$ cat src/rtl/rq_pkg.sv
package rq_pkg;
  typedef enum logic [1:0] {
    SEL_NONE = 2'd0,
    SEL_POP  = 2'd1,
    SEL_STAT = 2'd2,
    SEL_WIN  = 2'd3
  } rq_sel_e;

  localparam int unsigned STAT_OVF_BIT = 8;
  localparam int unsigned STAT_EN_BIT  = 16;
  localparam int unsigned STAT_PTR_LSB = 4;
endpackage

$ cat src/rtl/rq_store.sv
module rq_store #(
  parameter int unsigned DW    = 16,
  parameter int unsigned DEPTH = 4,
  localparam int unsigned PW   = $clog2(DEPTH)
) (
  input  logic          clk,
  input  logic          we,
  input  logic [PW-1:0] waddr,
  input  logic [DW-1:0] wdata,
  input  logic [PW-1:0] ra,
  input  logic [PW-1:0] rb,
  output logic [DW-1:0] qa,
  output logic [DW-1:0] qb
);
  logic [DW-1:0] mem [DEPTH];

  always_ff @(posedge clk) begin
    if (we) mem[waddr] <= wdata;
  end

  assign qa = mem[ra];
  assign qb = mem[rb];
endmodule

$ cat src/rtl/rq_ctrl.sv
module rq_ctrl #(
  parameter int unsigned DEPTH = 4,
  localparam int unsigned PW   = $clog2(DEPTH),
  localparam int unsigned CW   = PW + 1
) (
  input  logic          clk,
  input  logic          rst,
  input  logic          push,
  input  logic          pop_req,
  input  logic          clr_ovf,
  output logic [CW-1:0] cnt,
  output logic [PW-1:0] ptr,
  output logic [PW-1:0] widx,
  output logic          full,
  output logic          empty,
  output logic          ovf,
  output logic          push_ok,
  output logic          pop_ok
);
  logic same_slot;

  assign widx      = ptr + cnt[PW-1:0];
  assign same_slot = (widx == ptr);
  assign full      = same_slot && (cnt != '0);
  assign empty     = same_slot && (cnt == '0);
  assign pop_ok    = pop_req && !empty;
  assign push_ok   = push && (!full || pop_ok);

  always_ff @(posedge clk) begin
    if (rst) begin
      cnt <= '0;
      ptr <= '0;
      ovf <= 1'b0;
    end else begin
      case ({push_ok, pop_ok})
        2'b10:   cnt <= cnt + CW'(1);
        2'b01:   cnt <= cnt - CW'(1);
        default: cnt <= cnt;
      endcase
      if (pop_ok) ptr <= ptr + PW'(1);
      if (push && !push_ok) ovf <= 1'b1;
      else if (clr_ovf)     ovf <= 1'b0;
    end
  end
endmodule

$ cat src/rtl/rq_decode.sv
module rq_decode
  import rq_pkg::*;
#(
  parameter int unsigned AW       = 8,
  parameter int unsigned DEPTH    = 4,
  parameter int unsigned POP_OFS  = 0,
  parameter int unsigned STAT_OFS = 4,
  parameter int unsigned WIN_BASE = 16,
  localparam int unsigned PW      = $clog2(DEPTH)
) (
  input  logic [AW-1:0] addr,
  output rq_sel_e       sel,
  output logic [PW-1:0] win_idx
);
  logic [AW-1:0] woff;

  assign woff    = addr - AW'(WIN_BASE);
  assign win_idx = woff[2 +: PW];

  always_comb begin
    sel = SEL_NONE;
    if (addr == AW'(POP_OFS))                               sel = SEL_POP;
    else if (addr == AW'(STAT_OFS))                         sel = SEL_STAT;
    else if ((addr >= AW'(WIN_BASE)) &&
             (addr <  AW'(WIN_BASE + 4*DEPTH)) &&
             (addr[1:0] == 2'b00))                          sel = SEL_WIN;
  end
endmodule

$ cat src/rtl/rq_req.sv
module rq_req (
  input  logic clk,
  input  logic rst,
  input  logic en_wr,
  input  logic en_val,
  input  logic cnt_nz,
  input  logic dma_done,
  output logic en,
  output logic req
);
  always_ff @(posedge clk) begin
    if (rst) begin
      en  <= 1'b0;
      req <= 1'b0;
    end else begin
      if (en_wr) en <= en_val;
      if (cnt_nz && en)  req <= 1'b1;
      else if (dma_done) req <= 1'b0;
    end
  end
endmodule

$ cat src/rtl/rxres_fifo.sv
module rxres_fifo
  import rq_pkg::*;
#(
  parameter int unsigned DW       = 16,
  parameter int unsigned DEPTH    = 4,
  parameter int unsigned AW       = 8,
  parameter int unsigned BW       = 32,
  parameter int unsigned POP_OFS  = 0,
  parameter int unsigned STAT_OFS = 4,
  parameter int unsigned WIN_BASE = 16,
  localparam int unsigned PW      = $clog2(DEPTH),
  localparam int unsigned CW      = PW + 1
) (
  input  logic          clk,
  input  logic          rst,
  input  logic          res_valid,
  input  logic [DW-1:0] res_data,
  input  logic          bus_rd,
  input  logic          bus_wr,
  input  logic [AW-1:0] bus_addr,
  input  logic [BW-1:0] bus_wdata,
  output logic [BW-1:0] bus_rdata,
  output logic          bus_rvalid,
  input  logic          dma_done,
  output logic          req
);
  rq_sel_e       sel;
  logic [PW-1:0] win_idx;
  logic [CW-1:0] cnt;
  logic [PW-1:0] ptr, widx;
  logic          full, empty, ovf, push_ok, pop_ok, en;
  logic          pop_hit, stat_wr;
  logic [DW-1:0] pop_q, win_q;
  logic [BW-1:0] stat_word, rd_mux;

  rq_decode #(.AW(AW), .DEPTH(DEPTH), .POP_OFS(POP_OFS),
              .STAT_OFS(STAT_OFS), .WIN_BASE(WIN_BASE)) u_dec (
    .addr(bus_addr), .sel(sel), .win_idx(win_idx));

  assign pop_hit = bus_rd && (sel == SEL_POP);
  assign stat_wr = bus_wr && (sel == SEL_STAT);

  rq_ctrl #(.DEPTH(DEPTH)) u_ctrl (
    .clk(clk), .rst(rst), .push(res_valid), .pop_req(pop_hit),
    .clr_ovf(stat_wr && bus_wdata[STAT_OVF_BIT]),
    .cnt(cnt), .ptr(ptr), .widx(widx), .full(full), .empty(empty),
    .ovf(ovf), .push_ok(push_ok), .pop_ok(pop_ok));

  rq_store #(.DW(DW), .DEPTH(DEPTH)) u_store (
    .clk(clk), .we(push_ok), .waddr(widx), .wdata(res_data),
    .ra(ptr), .rb(win_idx), .qa(pop_q), .qb(win_q));

  rq_req u_req (
    .clk(clk), .rst(rst), .en_wr(stat_wr), .en_val(bus_wdata[STAT_EN_BIT]),
    .cnt_nz(cnt != '0), .dma_done(dma_done), .en(en), .req(req));

  always_comb begin
    stat_word = '0;
    stat_word[CW-1:0]               = cnt;
    stat_word[STAT_PTR_LSB +: PW]   = ptr;
    stat_word[STAT_OVF_BIT]         = ovf;
    stat_word[STAT_EN_BIT]          = en;
  end

  always_comb begin
    case (sel)
      SEL_POP:  rd_mux = pop_ok ? BW'(pop_q) : '0;
      SEL_STAT: rd_mux = stat_word;
      SEL_WIN:  rd_mux = BW'(win_q);
      default:  rd_mux = '0;
    endcase
  end

  always_ff @(posedge clk) begin
    if (rst) begin
      bus_rdata  <= '0;
      bus_rvalid <= 1'b0;
    end else begin
      bus_rvalid <= bus_rd;
      bus_rdata  <= bus_rd ? rd_mux : '0;
    end
  end
endmodule

$ cat config.mk
export PLATFORM = sky130hd
export DESIGN_NAME = rxres_fifo
export DESIGN_NICKNAME = d
export VERILOG_FILES = /design/src/rtl/rq_pkg.sv /design/src/rtl/rq_store.sv /design/src/rtl/rq_ctrl.sv /design/src/rtl/rq_decode.sv /design/src/rtl/rq_req.sv /design/src/rtl/rxres_fifo.sv
export SDC_FILE = /design/constraint.sdc
export NUM_CORES = 1
export LEC_CHECK = 0
export ABC_AREA = 1
export CAP_MARGIN = 10
export CORE_UTILIZATION = 51
export DETAILED_ROUTE_END_ITERATION = 6
export MAX_ROUTING_LAYER = met4
export PLACE_DENSITY_LB_ADDON = 0.25
export SYNTH_ARGS = -nofsm -noshare
export SYNTH_HDL_FRONTEND = slang
export SYNTH_SLANG_ARGS = --single-unit
$ cat constraint.sdc
create_clock -name clk -period 2.82 [get_ports clk]
set_clock_uncertainty 0.15 [all_clocks]
set_input_delay 0.564 -clock clk [delete_from_list [all_inputs] [get_ports clk]]
set_output_delay 0.564 -clock clk [all_outputs]
set_load 0.01 [all_outputs]
==> results_dict.tcl <==
set metrics [dict create \
    overflow 0 \
    synth_top_area_cell "edfxtp_1" \
    clockBufferDepth 2 \
    syn_inst 555 \
    maxCapViolations 0 \
    endpoint_kind "flip-flop" \
    dr.pass1.iters 5 \
    setup_slack_ns 0.256 \
    nNetsFinal 690 \
    hold_slack_ns 0.326 \
    ctsHoldBuffers 0 \
    h-tree-depth 3 \
    internal-power_mw 2.17 \
    register_area_um2 2480 \
    fin_tns_setup_ns 0 \
    cts_setup_buffers 0 \
    worstMarginPinSlew_ns 0.882 \
    place_congestion 0.921 \
    drt-total-wl_um 10900 \
    grt_first_pass_wirelength_um 17200 \
    p_switching_mw 0.687 \
    initial_core_util_pct 52.2 \
    dieArea_um2 9270 \
    crit_buf_inv 2 \
    drc_errors 0 \
    cts_resized 0 \
    p_per_area_nw_per_um2 523 \
    r2r_slack_ns 0.26 \
    synth_area_leaders "edfxtp_1 (42%), nand2_1 (16%), dfxtp_1 (12%), nand3_1 (7.2%), inv_1 (6.0%)" \
    crit_path_top_delay_cell "fa_1" \
    p_seq_share_pct 53.7 \
    path_common_cell "nand2_1" \
    cp-start-kind "flip-flop" \
    area_growth_pct 20.6 \
    numCtsBuffers 9 \
    grt_pass1_vias 3652 \
    grt.total_usage_pct 26.3 \
    avgSynthCellArea_um2 8.17 \
    final_common_cell "nand2_1" \
    die_y_um 96.3 \
    cts-root-buf "clkbuf_8" \
    drtIter0Drc 253 \
    synth_area_um2 4530 \
    cts_tree "done" \
    crit_chain "ha_4, inv_1, nand2_1, nand2_1, nor2_1, nand3_1, nand2_1, ha_1, inv_1, fa_1, a21oi_1, o21ai_0, o21ai_1, a21oi_1" \
    pre_cts_slack_ns -0.0791 \
    clkPwrFrac_pct 33.6 \
    antenna_found_initial 0 \
    p_leak_nw 2.34 \
    synth_top_area_share_pct 42.4 \
    avgRoutedWirePerCell_um 14.8 \
    slowest_delay_ns 0.38 \
    ant_nets 0 \
    num_vias 3862 \
    multi_input_area_um2 1610 \
    cp_top_family "adder cells" \
    ys_ff_latch 92 \
    report.power.total_mw 2.86 \
    reg2reg_from "u_ctrl.ptr[0]" \
    clk_pin_slew_ns 0.08 \
    combPwrFrac_pct 12.7 \
    path_class "flip-flop to flip-flop" \
    clkSinkCount 92 \
    mostFrequentLayoutCells "nand2_1 (192), inv_1 (73), nand3_1 (65), edfxtp_1 (64), clkdlybuf4s50_1 (50)" \
    finalCritPeriodShare_pct 90.9 \
    vias_per_cell 5.23 \
    fin_cells 738 \
    reg2reg_depth 14 \
    endpoint "u_ctrl.cnt[2]" \
    clock.fmax_ghz 0.390 \
    dpl.hpwl_um 7180 \
    fp-row-count 34 \
    required_ns 2.91 \
    core_area_um2 8680 \
    crit_fanout 7 \
    setup_viol_count_final 0 \
    rsz0062_at_grt "no" \
    dp.cells 722 \
    drive_gt1_share_pct 8.73 \
    max-slew-margin-rel_pct 40.9 \
    startpoint "u_ctrl.ptr[0]" \
    ys_warn_count 0 \
    die_w_um 96.3 \
    grt_max_degree 38 \
    synth.distinct_cells 27 \
    io_pins 96 \
    hp-class "flip-flop to flip-flop" \
    antennaDiodeCount 0 \
    fillerInstances 706 \
    r2r-end "u_ctrl.cnt[2]" \
    switching_share_pct 24.0 \
    yosysSeqAreaShare_pct 54.7 \
    crit_cells 14 \
    irDropWorstVdd_uv 343 \
    cp_data_arrival_time_ns 2.65 \
    maxSlewViolCount 0 \
    io_buffer_count 50 \
    status "complete, no violations" \
    clock_latency_ns 0.35 \
    fin_crit_ns 2.56 \
    hold_viol 0 \
]
[cell usage after synthesis]
master    count
nand2_1     192
inv_1        73
nand3_1      65
edfxtp_1     64
nor2_1       35
dfxtp_1      28
a21oi_1      23
buf_4        16
buf_2        13
nand4_1      11
o21ai_0       8
clkbuf_1      4
nor2_2        3
buf_1         2
ha_1          2
inv_2         2
nand2_2       2
nor2_4        2
xor2_1        2
buf_6         1
clkinv_1      1
conb_1        1
fa_1          1
nor3_1        1
o211ai_1      1
o21ai_1       1
xnor2_1       1
[cell families after synthesis]
logic type / Yosys count / share of synthesized area [%]
buffers and inverters: 112 / 11.1
flip-flops: 92 / 54.7
AND/OR/NAND/NOR: 311 / 28.8
XOR/XNOR: 3 / 0.580
adder cells (fa/ha/maj): 3 / 0.993
other: 1 / 0.0827
AO/OA/AOI/OAI: 33 / 3.70
[per-stage QoR]
| stage | instance area, um2 | util [%] |
|---|---|---|
| after floorplan | 4590 | - |
| after global placement | 5240 | 60.3 |
| after detailed placement | 5240 | 60.3 |
| after CTS | 5450 | 62.8 |
| after global routing | 5470 | 63.0 |
| final | 5470 | 63.0 |
[metal layers]
| metal | GRT usage, % | share of wire [%] | up-vias |
|---|---|---|---|
| met5 | - | 0 | - |
| met4 | 12.7 | 2.5 | 0 |
| met3 | 7.19 | 9.3 | 32 |
| met2 | 42.4 | 49 | 210 |
| met1 | 30.3 | 39 | 1747 |
| li1 | - | - | 1873 |
[registers in the layout, summed over array words and instances (netlist names), named ones only]
register	flops
u_ctrl.ovf	1
u_req.en	1
u_ctrl.ptr	2
bus_rvalid	1
u_ctrl.cnt	3
u_store.mem	64
u_req.req	1
bus_rdata	17
[tightest hold or removal path, stage by stage (launching register included)]
cell     delay [ns]
dfxtp_1        0.32
nand2_1        0.06
a21oi_1        0.06
[power groups by stage]
stage / Clock [mW] / Combinational [mW] / Sequential, mW
6_report: 0.960 / 0.364 / 1.53
5_1_grt: 1.04 / 0.406 / 1.54
4_1_cts: 0.970 / 0.360 / 1.53
3_5_place_dp: 0 / 0.356 / 1.56
3_3_place_gp: 0 / 0.344 / 1.56
2_1_floorplan: 0 / 0.216 / 1.56
[worst min path at each step]
| stage | startpoint | end | slack (ns) | depth (start not counted) |
|---|---|---|---|---|
| after floorplan | u_ctrl.ovf | u_ctrl.ovf | 0.29 | 2 |
| after global placement | u_req.req | u_req.req | 0.30 | 2 |
| after detailed placement | u_req.req | u_req.req | 0.32 | 2 |
| after CTS | u_req.req | u_req.req | 0.33 | 2 |
| after global routing | u_req.req | u_req.req | 0.34 | 2 |
| final | u_req.req | u_req.req | 0.33 | 2 |
[cell type report]
class	count	area share (%)
clock buffer	12	2.65
tap	108	2.47
inverter	76	5.22
clock inverter	4	1.33
sequential	92	45.4
multi-input combinational	365	29.5
timing repair buffer	81	13.4
No activity file was read; power rests on OpenSTA's default activity.
